**config.mk**
```make
export PLATFORM = sky130hd
export DESIGN_NAME = bitcfg_par_master
export DESIGN_NICKNAME = d
export VERILOG_FILES = /design/src/rtl/bitcfg_pkg.sv /design/src/rtl/bitcfg_ctrl.sv /design/src/rtl/bitcfg_datapath.sv /design/src/rtl/bitcfg_par_master.sv
export SDC_FILE = /design/constraint.sdc
export NUM_CORES = 1
export LEC_CHECK = 0
export ABC_AREA = 1
export BUFFER_PORTS_ARGS = -buffer_cell sky130_fd_sc_hd__buf_4
export CAP_MARGIN = 20
export CELL_PAD_IN_SITES_DETAIL_PLACEMENT = 0
export CELL_PAD_IN_SITES_GLOBAL_PLACEMENT = 1
export CORE_AREA = 2 2 116 107
export CTS_CLUSTER_SIZE = 24
export DETAILED_ROUTE_END_ITERATION = 10
export DIE_AREA = 0 0 118 109
export PLACE_DENSITY_LB_ADDON = 0.1
export SLEW_MARGIN = 20
export SYNTH_ARGS = -nofsm -noshare
export SYNTH_HDL_FRONTEND = slang
export SYNTH_SLANG_ARGS = --single-unit
```
**constraint.sdc**
```tcl
create_clock -name clk -period 2.8 [get_ports clk]
set_input_delay 0.14 -clock clk [delete_from_list [all_inputs] [get_ports clk]]
set_output_delay 0.14 -clock clk [all_outputs]
set_load 0.05 [all_outputs]
```
**src/rtl/bitcfg_pkg.sv**
```systemverilog
package bitcfg_pkg;

  typedef enum logic [3:0] {
    S_IDLE, S_PROG, S_WAITRDY, S_FETCH, S_SETTLE, S_PLO, S_PHI, S_RELWR
  } state_t;

  localparam logic [1:0] ST_OK      = 2'd0;
  localparam logic [1:0] ST_RDY_TO  = 2'd1;
  localparam logic [1:0] ST_BUSY_TO = 2'd2;
  localparam logic [1:0] ST_DONE_TO = 2'd3;

  // one-cycle commands from control to the pin datapath
  typedef struct packed {
    logic       preFire;
    logic       progOn;
    logic       progOff;
    logic       busOn;
    logic       csOff;
    logic       wrOff;
    logic       clkLow;
    logic       clkHigh;
    logic       loadByte;
    logic       clearStatus;
    logic       finish;
    logic       fail;
    logic [1:0] code;
  } strobe_t;

endpackage

```
**src/rtl/bitcfg_ctrl.sv**
```systemverilog
module bitcfg_ctrl
  import bitcfg_pkg::*;
#(
  parameter int CLK_DIV        = 3,
  parameter int PROG_CYCLES    = 128,
  parameter int TIMEOUT_CYCLES = 2500000,
  parameter bit BUSY_CHECK     = 1'b1
) (
  input  logic    clk,
  input  logic    rstN,
  input  logic    start,
  input  logic    inValid,
  input  logic    inLast,
  input  logic    cfgInitN,
  input  logic    cfgBusy,
  input  logic    cfgDone,
  output logic    inReady,
  output logic    active,
  output strobe_t st
);

  localparam int CMAX = (PROG_CYCLES > CLK_DIV) ? PROG_CYCLES : CLK_DIV;
  localparam int CW   = $clog2(CMAX + 1) + 1;
  localparam int TW   = $clog2(TIMEOUT_CYCLES + 1) + 1;

  state_t        state, stateNext;
  logic [CW-1:0] cnt, cntNext;
  logic [TW-1:0] timer, timerNext;
  logic          lastFlag, lastNext;
  logic          doneMode, doneNext;
  logic          busyStall;
  logic          timerExp, divHit, progHit;

  // elaboration-time choice of whether busy can stall the stream
  generate
    if (BUSY_CHECK) begin : g_busyOn
      assign busyStall = cfgBusy;
    end else begin : g_busyOff
      assign busyStall = 1'b0;
    end
  endgenerate

  assign timerExp = (timer >= TW'(TIMEOUT_CYCLES));
  assign divHit   = (cnt == CW'(CLK_DIV - 1));
  assign progHit  = (cnt == CW'(PROG_CYCLES - 1));
  assign active   = (state != S_IDLE);

  always_comb begin
    st        = '0;
    stateNext = state;
    cntNext   = cnt;
    timerNext = timerExp ? timer : timer + 1'b1;
    lastNext  = lastFlag;
    doneNext  = doneMode;
    inReady   = 1'b0;
    unique case (state)
      S_IDLE: if (start) begin
        st.preFire = 1'b1; st.progOn = 1'b1; st.clearStatus = 1'b1;
        cntNext = '0; doneNext = 1'b0; stateNext = S_PROG;
      end
      S_PROG: if (progHit) begin
        st.progOff = 1'b1; cntNext = '0; timerNext = '0; stateNext = S_WAITRDY;
      end else cntNext = cnt + 1'b1;
      S_WAITRDY: if (cfgInitN && !cfgBusy) begin
        st.busOn = 1'b1; stateNext = S_FETCH;
      end else if (timerExp) begin
        st.finish = 1'b1; st.fail = 1'b1; st.code = ST_RDY_TO; stateNext = S_IDLE;
      end
      S_FETCH: begin
        inReady = 1'b1;
        if (inValid) begin
          st.loadByte = 1'b1; lastNext = inLast; cntNext = '0; timerNext = '0;
          stateNext = S_SETTLE;
        end
      end
      S_SETTLE: if (divHit) begin
        st.clkLow = 1'b1; cntNext = '0; stateNext = S_PLO;
      end else cntNext = cnt + 1'b1;
      S_PLO: if (divHit) begin
        st.clkHigh = 1'b1; cntNext = '0; stateNext = S_PHI;
      end else cntNext = cnt + 1'b1;
      S_PHI: if (!divHit) cntNext = cnt + 1'b1;
      else begin
        cntNext = '0;
        if (doneMode) begin
          if (cfgDone) begin
            st.finish = 1'b1; st.code = ST_OK; stateNext = S_IDLE;
          end else if (timerExp) begin
            st.finish = 1'b1; st.fail = 1'b1; st.code = ST_DONE_TO; stateNext = S_IDLE;
          end else begin
            st.clkLow = 1'b1; stateNext = S_PLO;
          end
        end else if (busyStall) begin
          if (timerExp) begin
            st.finish = 1'b1; st.fail = 1'b1; st.code = ST_BUSY_TO; stateNext = S_IDLE;
          end else begin
            st.clkLow = 1'b1; stateNext = S_PLO;
          end
        end else if (lastFlag) begin
          st.csOff = 1'b1; stateNext = S_RELWR;
        end else stateNext = S_FETCH;
      end
      S_RELWR: begin
        st.wrOff = 1'b1; doneNext = 1'b1; timerNext = '0; cntNext = '0;
        stateNext = S_PHI;
      end
      default: stateNext = S_IDLE;
    endcase
  end

  always_ff @(posedge clk or negedge rstN) begin
    if (!rstN) begin
      state <= S_IDLE; cnt <= '0; timer <= '0; lastFlag <= 1'b0; doneMode <= 1'b0;
    end else begin
      state <= stateNext; cnt <= cntNext; timer <= timerNext;
      lastFlag <= lastNext; doneMode <= doneNext;
    end
  end

endmodule

```
**src/rtl/bitcfg_datapath.sv**
```systemverilog
module bitcfg_datapath
  import bitcfg_pkg::*;
#(
  parameter int DATA_W = 8
) (
  input  logic              clk,
  input  logic              rstN,
  input  strobe_t           st,
  input  logic [DATA_W-1:0] inData,
  output logic              cfgProgN,
  output logic              cfgCsN,
  output logic              cfgWrN,
  output logic              cfgClk,
  output logic [DATA_W-1:0] cfgData,
  output logic              preHook,
  output logic              postHook,
  output logic              abort,
  output logic [1:0]        status
);

  always_ff @(posedge clk or negedge rstN) begin
    if (!rstN) begin
      cfgProgN <= 1'b1; cfgCsN <= 1'b1; cfgWrN <= 1'b1; cfgClk <= 1'b1;
      cfgData <= '0; preHook <= 1'b0; postHook <= 1'b0; abort <= 1'b0;
      status <= ST_OK;
    end else begin
      preHook  <= st.preFire;
      postHook <= st.finish;
      abort    <= st.fail;
      if (st.progOn)      cfgProgN <= 1'b0;
      if (st.progOff)     cfgProgN <= 1'b1;
      if (st.busOn)       begin cfgCsN <= 1'b0; cfgWrN <= 1'b0; end
      if (st.csOff)       cfgCsN <= 1'b1;
      if (st.wrOff)       cfgWrN <= 1'b1;
      if (st.clkLow)      cfgClk <= 1'b0;
      if (st.clkHigh)     cfgClk <= 1'b1;
      if (st.loadByte)    cfgData <= inData;
      if (st.clearStatus) status <= ST_OK;
      if (st.finish)      status <= st.code;
      if (st.fail)        begin cfgCsN <= 1'b1; cfgWrN <= 1'b1; cfgClk <= 1'b1; end
    end
  end

  // the byte never moves across a rising configuration clock
  assert_data_stable_R4: assert property (@(posedge clk) disable iff (!rstN)
    $rose(cfgClk) |-> $stable(cfgData));

  // on a normal end, chip select went high the cycle before the write strobe
  assert_cs_before_wr_R7: assert property (@(posedge clk) disable iff (!rstN)
    ($rose(cfgWrN) && !abort) |-> ($past(cfgCsN) && !$past(cfgCsN, 2)));

  // the post hook is a single-cycle pulse
  assert_post_single_R9: assert property (@(posedge clk) disable iff (!rstN)
    postHook |=> !postHook);

endmodule

```
**src/rtl/bitcfg_par_master.sv**
```systemverilog
module bitcfg_par_master
  import bitcfg_pkg::*;
#(
  parameter int DATA_W         = 8,
  parameter int CLK_DIV        = 3,
  parameter int PROG_CYCLES    = 128,
  parameter int TIMEOUT_CYCLES = 2500000,
  parameter bit BUSY_CHECK     = 1'b1
) (
  input  logic              clk,
  input  logic              rstN,
  input  logic              start,
  input  logic [DATA_W-1:0] inData,
  input  logic              inValid,
  input  logic              inLast,
  output logic              inReady,
  input  logic              cfgInitN,
  input  logic              cfgBusy,
  input  logic              cfgDone,
  output logic              cfgProgN,
  output logic              cfgCsN,
  output logic              cfgWrN,
  output logic              cfgClk,
  output logic [DATA_W-1:0] cfgData,
  output logic              preHook,
  output logic              postHook,
  output logic              abort,
  output logic              active,
  output logic [1:0]        status
);

  strobe_t st;

  bitcfg_ctrl #(
    .CLK_DIV(CLK_DIV), .PROG_CYCLES(PROG_CYCLES),
    .TIMEOUT_CYCLES(TIMEOUT_CYCLES), .BUSY_CHECK(BUSY_CHECK)
  ) u_ctrl (
    .clk(clk), .rstN(rstN), .start(start), .inValid(inValid), .inLast(inLast),
    .cfgInitN(cfgInitN), .cfgBusy(cfgBusy), .cfgDone(cfgDone),
    .inReady(inReady), .active(active), .st(st)
  );

  bitcfg_datapath #(.DATA_W(DATA_W)) u_dp (
    .clk(clk), .rstN(rstN), .st(st), .inData(inData),
    .cfgProgN(cfgProgN), .cfgCsN(cfgCsN), .cfgWrN(cfgWrN), .cfgClk(cfgClk),
    .cfgData(cfgData), .preHook(preHook), .postHook(postHook), .abort(abort),
    .status(status)
  );

  // bytes are only taken while both strobes are held low
  assert_ready_under_strobes_R3: assert property (@(posedge clk) disable iff (!rstN)
    inReady |-> (!cfgCsN && !cfgWrN && cfgProgN));

  // outside a load every pin sits at its idle level
  assert_idle_pins_R9: assert property (@(posedge clk) disable iff (!rstN)
    !active |-> (cfgCsN && cfgWrN && cfgClk && cfgProgN));

  // the program pulse only happens inside a load
  assert_prog_in_load_R1: assert property (@(posedge clk) disable iff (!rstN)
    !cfgProgN |-> active);

  // a failure always closes with the post hook and a nonzero status
  assert_abort_closes_R9: assert property (@(posedge clk) disable iff (!rstN)
    abort |-> (postHook && status != ST_OK));

endmodule

```
==> Word-level counts from Yosys, hierarchy flattened <==
Cells that the tools add are included.
{ "word_totals": {"ff_bits": 55, "in_bits": 16, "out_inout_bits": 19, "wordCells": 122} }
{ "op_classes": {"add_sub_neg": 2, "n_lt_le_gt_ge": 1, "n_eq_ne": 16, "mux": 73, "reduce_logical": 16} }
{ "ops": {"columns": ["op", "n"], "rows": [
  ["23-bit 2-to-1 mux", 3],
  ["23-bit one-hot mux with 3 select lines", 1],
  ["4-bit 2-to-1 mux", 17],
  ["9-bit one-hot mux with 5 select lines", 1],
  ["9-bit 2-to-1 mux", 4],
  ["1-bit 2-to-1 mux", 35],
  ["4-bit one-hot mux with 8 select lines", 1],
  ["23-bit by 1-bit adder with 23-bit output, second input constant", 1],
  ["23-bit by 22-bit >= comparator with 1-bit output, second input constant", 1],
  ["4-bit by 3-bit equality test with 1-bit output, second input constant", 4],
  ["2-bit 2-to-1 mux", 5],
  ["9-bit by 1-bit adder with 9-bit output, second input constant", 1],
  ["9-bit by 2-bit equality test with 1-bit output, second input constant", 1],
  ["9-bit by 7-bit equality test with 1-bit output, second input constant", 1],
  ["3-bit 2-to-1 mux", 3],
  ["3-bit nonzero test", 3],
  ["4-bit by 2-bit equality test with 1-bit output, second input constant", 2],
  ["2-bit by 1-bit inequality test with 1-bit output, second input constant", 4],
  ["4-bit one-hot mux with 2 select lines", 1],
  ["7-bit AND reduction", 1],
  ["2-bit nonzero test", 3],
  ["5-bit nonzero test", 1],
  ["4-bit by 1-bit equality test with 1-bit output, second input constant", 1],
  ["4-bit zero test", 1],
  ["other kinds (9)", 12]
]} }

==> Depth between registers and ports, before layout <==
Gate-level depths: netlist (run 1).
{ "depth": {"word_depth": 9, "ltp_mapped": 13, "depth_no_buf": 13} }

==> Hierarchy <==
Synthesis (run 1) repeated with hierarchy kept, for this count alone.
{ "hier_totals": {"cells_unflattened": 435, "area_unflattened_um2": 3270.6} }
{ "modules_own_cells": {"columns": ["mod", "n_inst", "cells_per_inst", "area_per_inst_um2"], "rows": [
  ["bitcfg_ctrl", 1, 375, 2653.8],
  ["bitcfg_datapath", 1, 60, 616.8]
]} }

==> Worst setup path before layout (run 1) <==
OpenSTA, ideal clock, no wires.
{ "synth_path": {"path_type": "reg-to-reg", "start": "reg u_ctrl.state[0]", "end": "reg u_ctrl.timer[10]", "setup_time_ns": 0.071, "arrival_ns": 1.576, "setup_slack_ns": 1.154, "stages_incl_launch_ff": 6, "path_cell_list": "dfrtp_1 > nand2_1 > nor2_2 > clkbuf_1 > nand4_1 > nand3_1"} }
{ "synth_via": {"elab_chain_len": 2} }
{ "synth_lines": {"columns": ["item", "line", "rtl"], "rows": [
  ["from (decl)", "bitcfg_ctrl.sv:26", "state_t state, stateNext;"],
  ["from (signal assigned)", "bitcfg_ctrl.sv:115", "state <= stateNext; cnt <= cntNext; timer <= timerNext;"],
  ["4-bit by 3-bit equality test with 1-bit output, or another cell as far along", "bitcfg_ctrl.sv:56", "unique case (state)"],
  ["23-bit one-hot mux with 3 select lines *", "bitcfg_ctrl.sv:56", null],
  ["named net u_ctrl.timerNext[10]", "bitcfg_ctrl.sv:28", "logic [TW-1:0] timer, timerNext;"],
  ["to (signal assigned)", "bitcfg_ctrl.sv:115", null],
  ["to (decl)", "bitcfg_ctrl.sv:28", null]
]} }
Mark *: on every way through the listed nets, which the timed path passes. The rest lies on a longest branch.
A chain may end at the register's enable or synchronous reset.

==> Final worst setup path (run 1) <==
{ "layout_path": {"start": "reg u_ctrl.state[0]", "end": "reg u_ctrl.cnt[7]"} }
{ "layout_via": {"elab_chain_len": 4} }
{ "layout_lines": {"columns": ["item", "line", "rtl"], "rows": [
  ["4-bit by 3-bit equality test with 1-bit output", "bitcfg_ctrl.sv:56", null],
  ["3-bit OR reduction (no source line)", null, null],
  ["5-bit nonzero test (no source line)", null, null],
  ["3-bit AND reduction (no source line)", null, null],
  ["to (signal assigned)", "bitcfg_ctrl.sv:115", null],
  ["to (decl)", "bitcfg_ctrl.sv:27", "logic [CW-1:0] cnt, cntNext;"]
]} }
Several ways; a longest one is shown, not always the timed one.

==> flow_metrics.py, run 1 <==
metrics = {
    "placement": {
        "numPortBuffers": 34,
        "place.gp.congestion": 0.797,
        "dp_hpwl_um": 7170,
    },
    "critical_path": {
        "critPathSlowestCell": "dfrtp_1",
        "path_cells": "nand2_1 > nor2_2 > nand2_1 > nand2_2 > nor2_4 > inv_2 > nor2_1 > nor3_1",
        "max_stage_delay_ns": 0.50,
        "path_buf_inv": 1,
        "rr_worst_depth": 8,
        "crit_path_max_fanout": 12,
        "cp-end-kind": "flip-flop",
        "crit_family": "simple AND/OR/NAND/NOR gates",
        "reg2reg_to": "u_ctrl.cnt[7]",
        "reg2reg_slack_ns": 0.69,
        "critPathLaunchType": "flip-flop",
        "r2r_start": "u_ctrl.state[0]",
        "critical_path_depth": 8,
        "cp.required_ns": 3.03,
        "path_common_cell": "nand2_1",
        "crit_arrival_ns": 2.34,
        "timing_worst_setup_path_type": "reg -> reg",
    },
    "cells_and_area": {
        "nFillCells": 1276,
        "area_growth_pct": 17.8,
        "fin_nets": 522,
        "ff_latch_area_sq_um": 1360,
        "layout-drive-gt1-share_pct": 18.7,
        "diodes": 0,
        "multi_input_area_sq_um": 1770,
    },
    "worst_hold_path": {
        "hp-class": "in -> reg",
        "hold_depth": 2,
        "min_from": "inData[3]",
        "holdPathEnd": "u_dp.cfgData[3]",
    },
    "cts": {
        "cts_tree": "yes",
        "post_cts_buffers": 0,
        "cts_sinks": 54,
        "cts.clk_slew.worst_paths_ns": 0.08,
        "cts_buffer_depth": 2,
        "clk_latency_ns": 0.30,
        "h-tree-depth": 2,
        "cts_resized": 0,
        "root_buffer": "clkbuf_16",
        "cts_buffers": 5,
    },
    "yosys": {
        "synth-seq-area-share_pct": 39.6,
        "ys_types": 36,
        "avgSynthCellArea_sq_um": 7.37,
        "syn_area_sq_um": 3420,
        "syn_nets": 484,
        "synth_ff_type": "dfrtp_1",
        "synthCells": 464,
        "ys_ff_latch": 54,
        "synth_edf_count": 0,
        "synth-async-reset-ratio_pct": 100,
        "ys_warn_count": 0,
    },
    "floorplan": {
        "ios": 35,
        "die_w_um": 118,
        "start_util_pct": 29.1,
        "core_sq_um": 11700,
        "num_rows": 38,
        "die_h_um": 109,
        "dieArea_sq_um": 12900,
    },
    "timing": {
        "tns_ns": 0,
        "rsz0062_at_grt": "no",
        "final_max_slew_viol_count": 0,
        "finalCritPeriodShare_pct": 75.5,
        "fin_skew_ns": 0.00936,
        "tightest_slew_ns": 0.759,
        "fmax_ghz": 0.473,
        "hold_viol_final": 0,
        "setup_viol": 0,
        "relSlewSlack_pct": 49.4,
        "fin_crit_ns": 2.11,
    },
    "global_route": {
        "antenna_found_initial": 0,
        "grt.total_usage_pct": 16.1,
        "grt_max_degree": 55,
        "grt_pass1_vias": 3082,
        "grt_first_pass_wirelength_um": 16300,
        "overflow": 0,
    },
    "detailed_routing": {
        "routed_wirelength_um": 9730,
        "vias": 3089,
        "drc": 0,
        "drtPass1Iterations": 5,
        "avgRoutedWirePerCell_um": 14.7,
        "ant_nets": 0,
        "drtIter0Drc": 172,
        "vias_per_cell": 4.66,
    },
    "power_and_ir_drop": {
        "power.density_nw_per_um2": 913,
        "ir_worst_vdd_mv": 0.525,
        "p_leak_uw": 0.00188,
        "power_uw": 3680,
    },
    "outcome": {
        "status": "finished clean",
    },
    "flow_run": {
        "drv_cap": 0,
    },
}
logic make-up after synthesis:
logic type                 count (synthesis)  synth area share [%]
muxes                                      9                  2.96
adders and majority gates                  4                  1.46
AOI/OAI and AO/OA                         33                  5.82
xor gates and xnor gates                  13                  3.33
and+or+nand+nor                          280                  38.3
DFF                                       54                  39.6
buffers and inverters                     71                  8.52
cells in the mapped netlist, drive strengths merged, types with 4 or more instances:
master  number  share of area, %
ha           4               1.5
a211oi       5               1.2
dfstp        4               3.1
inv         64               7.0
mux2         9               3.0
nand4       25               4.6
nand2      122                14
buf          5               1.3
a21oi       10               1.5
nor2        67               8.2
nor3        20               3.8
nand3       42               6.7
dfrtp       50                37
o21ai       11               1.6
xor2        12               3.1
routing by layer:
metal	up-vias	track usage [%]	wire length [um]
li1	1587	-	-
met3	8	2.67	247
met4	0	3.36	97
met5	-	0	0
met1	1449	22.3	4930
met2	45	26.6	4460
power breakdown:
part	total (uW)	switching (uW)	internal, uW	leakage [uW]
logic	1710	1190	523	0.00109
clock network	769	338	431	0.0000848
registers	1200	191	1010	0.000703
timing repair:
item                                    in CTS  in global routing
hold buffers                                 1                  0
endpoints found under the setup margin       0                  0
hold endpoints to repair                    50                  0
placed cells by master (no fill, tap or decap), types with 5 or more instances in the layout:
| cell type | instances |
|---|---|
| a21oi_1 | 10 |
| buf_4 | 37 |
| clkbuf_16 | 5 |
| dfrtp_1 | 50 |
| inv_1 | 55 |
| inv_2 | 9 |
| mux2_2 | 9 |
| nand2_1 | 113 |
| nand2_2 | 9 |
| nand3_1 | 38 |
| nand4_1 | 25 |
| nor2_1 | 60 |
| nor2_2 | 5 |
| nor3_1 | 15 |
| o21ai_0 | 9 |
| xor2_1 | 12 |
flip-flops by register name (all words and copies together) (netlist names):
register and cells:
u_ctrl.state 3, u_dp.cfgWrN 1, u_ctrl.cnt 9, u_ctrl.doneMode 1, u_dp.cfgClk 1, u_dp.cfgProgN 1, u_dp.cfgCsN 1, u_ctrl.lastFlag 1
u_dp.cfgData 8, u_dp.preHook 1, u_ctrl.timer 23, u_dp.postHook 1, u_dp.abort 1, u_dp.status 2
worst max path at each step:
stage / from / end / slack, ns
CTS: u_ctrl.state[0] / u_ctrl.cnt[7] / 0.66
global route: u_ctrl.state[0] / u_ctrl.cnt[7] / 0.39
floorplan: u_ctrl.state[0] / u_ctrl.timer[10] / 1.15
global placement: u_ctrl.state[0] / u_ctrl.cnt[7] / 0.72
finish: u_ctrl.state[0] / u_ctrl.cnt[7] / 0.69
detailed placement: u_ctrl.state[0] / u_ctrl.cnt[7] / 0.69
per-stage QoR:
step	util (%)	setup WS [ns]	std cells	instance area [sq um]	hold WS [ns]
final	34.3	0.686	663	4030	0.0630
after detailed placement	32.8	0.687	654	3850	0.277
after global routing	34.3	0.391	663	4030	0.0557
after floorplan	-	1.15	464	3420	-0.156
after CTS	34.3	0.664	663	4030	0.0617
after global placement	32.8	0.717	654	3850	0.275
layout make-up:
type,count,area share (%)
well taps,160,4.97
repair buffers,38,7.14
inverters,64,5.96
clock buffers,5,3.10
clock inverters,3,1.18
flip-flops and latches,54,33.7
multi-input cells,339,44.0
Note: power is estimated with default switching activity, not from simulation.
==> inputs of run 2 (changes only) <==
--- a/config.mk
+++ b/config.mk
@@ -5,15 +5,15 @@
 export SDC_FILE = /design/constraint.sdc
 export NUM_CORES = 1
 export LEC_CHECK = 0
-export ABC_AREA = 1
+export ABC_AREA = 0
 export BUFFER_PORTS_ARGS = -buffer_cell sky130_fd_sc_hd__buf_4
 export CAP_MARGIN = 20
 export CELL_PAD_IN_SITES_DETAIL_PLACEMENT = 0
 export CELL_PAD_IN_SITES_GLOBAL_PLACEMENT = 1
-export CORE_AREA = 2 2 116 107
+export CORE_AREA = 2 2 108 100
 export CTS_CLUSTER_SIZE = 24
 export DETAILED_ROUTE_END_ITERATION = 10
-export DIE_AREA = 0 0 118 109
+export DIE_AREA = 0 0 110 102
 export PLACE_DENSITY_LB_ADDON = 0.1
 export SLEW_MARGIN = 20
 export SYNTH_ARGS = -nofsm -noshare
==> constraint.sdc (replaced) <==
create_clock -name clk -period 1.7 [get_ports clk]
set_input_delay 0.085 -clock clk [delete_from_list [all_inputs] [get_ports clk]]
set_output_delay 0.085 -clock clk [all_outputs]
set_load 0.05 [all_outputs]
==> run 2 against run 1 <==
- the flow now finishes with violations (setup timing)
- highest routed layer unchanged
- power fell by 33%
- sequential power grew 8%
- flip-flop and latch count is the same
- synthesized cell count decreased by 30%
- clock power increased by 40%
- register-to-register slack lost 1.0 ns
- non-clock buffer count increased by 90
- critical path depth decreased by 2
- combinational power fell by 94%
- die area shrank 13%
- clock skew fell by 0.0020 ns
==> flow_metrics.py, run 2 <==
metrics = {
    "outcome": {
        "status": "finished with violations",
        "failed_checks": "setup timing",
    },
    "timing": {
        "finalCritPeriodShare_pct": 119,
        "fin_ws_ns": -0.326,
        "relSlewSlack_pct": 51.9,
        "tns_ns": -10.45,
        "final_max_slew_viol_count": 0,
        "setup_viol": 42,
        "fmax_ghz": 0.494,
        "rsz0062_at_grt": "yes",
        "fin_skew_ns": 0.00739,
        "fin_crit_ns": 2.03,
        "hold_viol_final": 0,
        "tightest_slew_ns": 0.721,
    },
    "cells_and_area": {
        "final_common_cell": "buf_4",
        "fin_nets": 466,
        "diodes": 0,
        "layout-drive-gt1-share_pct": 45.6,
        "area_growth_pct": 54.5,
        "mostFrequentLayoutCells": "102 x buf_4, 48 x dfrtp_1, 38 x nand2_1, 23 x nor2_1, 13 x xnor2_1",
        "regMostFlops": "u_ctrl.timer",
        "biggestRegsByFlops": "u_ctrl.timer x23, u_ctrl.cnt x9, u_dp.cfgData x8",
        "fin_util_pct": 45.7,
        "stdcell_area_sq_um": 4590,
        "largest_reg_flops": 23,
    },
    "yosys": {
        "ys_ff_latch": 54,
        "synth_commonest_cells": "50 x dfrtp_1, 38 x nand2_1, 37 x nor2_1, 17 x a21oi_1, 15 x o21ai_0",
        "ys_warn_count": 0,
        "synth-seq-area-share_pct": 45.7,
        "synth_edf_count": 0,
        "synth.top_cell.area_share_pct": 42.2,
        "synth_ff_type": "dfrtp_1",
        "synth-async-reset-ratio_pct": 100,
        "ys_types": 56,
        "synthCells": 323,
        "synth_area_leaders": "dfrtp_1 42%, nand2_1 4.8%, nor2_1 4.7%",
        "avgSynthCellArea_sq_um": 9.19,
        "yosysTopAreaCell": "dfrtp_1",
        "syn_area_sq_um": 2970,
        "synth_most_common_cell": "dfrtp_1",
        "syn_nets": 343,
    },
    "cts": {
        "root_buffer": "clkbuf_8",
        "cts_sinks": 54,
        "cts_buffer_depth": 2,
        "cts.clk_slew.worst_paths_ns": 0.10,
        "clk_latency_ns": 0.31,
        "h-tree-depth": 2,
        "cts_buffers": 5,
        "cts_tree": "yes",
    },
    "critical_path": {
        "crit_path_max_fanout": 4,
        "critPathLaunchType": "flip-flop",
        "rr_worst_depth": 6,
        "crit_arrival_ns": 2.23,
        "timing_worst_setup_path_type": "reg -> reg",
        "cp-end-kind": "flip-flop",
        "cp.required_ns": 1.90,
    },
    "placement": {
        "numPortBuffers": 34,
        "dpl-instance-area_sq_um": 3920,
        "dp_hpwl_um": 5920,
        "place.gp.congestion": 0.782,
    },
    "power_and_ir_drop": {
        "power.density_nw_per_um2": 539,
        "p_leak_uw": 0.00201,
        "ir_worst_vdd_mv": 0.436,
        "power_uw": 2470,
    },
    "detailed_routing": {
        "avgRoutedWirePerCell_um": 15.2,
        "drtPass1Iterations": 4,
        "ant_nets": 0,
        "drtIter0Drc": 126,
        "routed_wirelength_um": 8760,
        "vias_per_cell": 4.82,
        "drc": 0,
        "vias": 2775,
    },
    "worst_hold_path": {
        "hp-class": "in -> reg",
        "hold_depth": 3,
    },
    "global_route": {
        "grt_first_pass_wirelength_um": 14600,
        "grt_pass1_vias": 2783,
        "overflow": 0,
        "grt.total_usage_pct": 16.8,
        "antenna_found_initial": 0,
        "grt_max_degree": 55,
    },
    "floorplan": {
        "start_util_pct": 29.6,
        "dieArea_sq_um": 11200,
        "ios": 35,
        "core_sq_um": 10000,
        "die_w_um": 110,
        "num_rows": 35,
        "die_h_um": 102,
    },
    "flow_run": {
        "drv_cap": 0,
    },
}
-- run 2: cell types whose count changed after synthesis, moves of 13 or more --
| cell | change |
|---|---|
| xnor2_1 | +13 |
| nand2_1 | -75 |
| nand4_1 | -19 |
| inv_1 | -45 |
| nor2_1 | -23 |
| nand3_1 | -25 |
-- run 2: per-stage QoR --
| stage | hold slack, ns | setup slack [ns] | std cells |
|---|---|---|---|
| 3_5_place_dp | 0.201 | -0.348 | 542 |
| 5_1_grt | 0.0806 | -0.447 | 576 |
| 6_report | 0.0658 | -0.326 | 576 |
| 4_1_cts | 0.0542 | -0.339 | 571 |
| 3_3_place_gp | 0.208 | -0.364 | 542 |
| 2_1_floorplan | -0.211 | -0.282 | 323 |
-- run 2: path summary, 6_finish.rpt --
| kind | from | endpoint | slack (ns) |
|---|---|---|---|
| setup / recovery | u_ctrl.timer[9] | u_dp.status[1] | -0.33 |
| min in group asynchronous | rstN | u_ctrl.timer[20] | 0.35 |
| setup reg to reg | u_ctrl.timer[9] | u_dp.status[1] | -0.33 |
| max in group asynchronous | rstN | u_ctrl.state[0] | 0.82 |
| hold / removal | inValid | u_ctrl.state[2] | 0.07 |
| hold reg to reg | u_dp.cfgProgN | u_dp.cfgProgN | 0.48 |
-- run 2: what timing repair did --
action,CTS,global route
setup endpoints to repair,44,44
hold buffers,10,0
setup buffers,9,8
resized for setup,50,30
cloned,2,0
hold endpoints to repair,59,0
pin swaps,34,13
-- run 2: logic make-up after synthesis --
logic type	count (synthesis)	share of synthesized area (%)
adders and majority gates	4	1.69
AOI/OAI and AO/OA	62	14.0
muxes	13	4.76
DFF	54	45.7
buffers and inverters	23	3.12
and+or+nand+nor	150	25.7
xor gates and xnor gates	17	5.02
-- run 2: area by class of cell --
class | instances | area, sq um
Clock buffer | 6 | 82.6
Clock inverter | 2 | 60.1
Fill cell | 963 | 5440
Inverter | 10 | 37.5
Multi-Input combinational cell | 247 | 1810
Sequential cell | 54 | 1360
Tap cell | 129 | 161
Timing Repair Buffer | 128 | 1070
-- run 2: power by group --
group,switching (uW),internal [uW],total [uW]
registers,2.01,1290,1290
clock network,453,629,1080
logic,58.2,45.7,104
total,513,1960,2470
-- run 2: per-layer routing --
layer | up-vias | global-route usage [%] | share of wire [%]
met3 | 7 | 3.06 | 2.9
met2 | 39 | 26.8 | 47
met1 | 1348 | 23.7 | 49
met4 | 0 | 4.09 | 0.97
li1 | 1381 | - | -
met5 | - | 0 | 0
-- run 2: worst max-delay path, cell delays in order, from the launching register on --
cell and delay (ns):
dfrtp_1 0.39, nand3b_1 0.17, or4b_4 0.50, and3b_4 0.22, or3_4 0.39, a21oi_4 0.16
o32ai_1 0.09
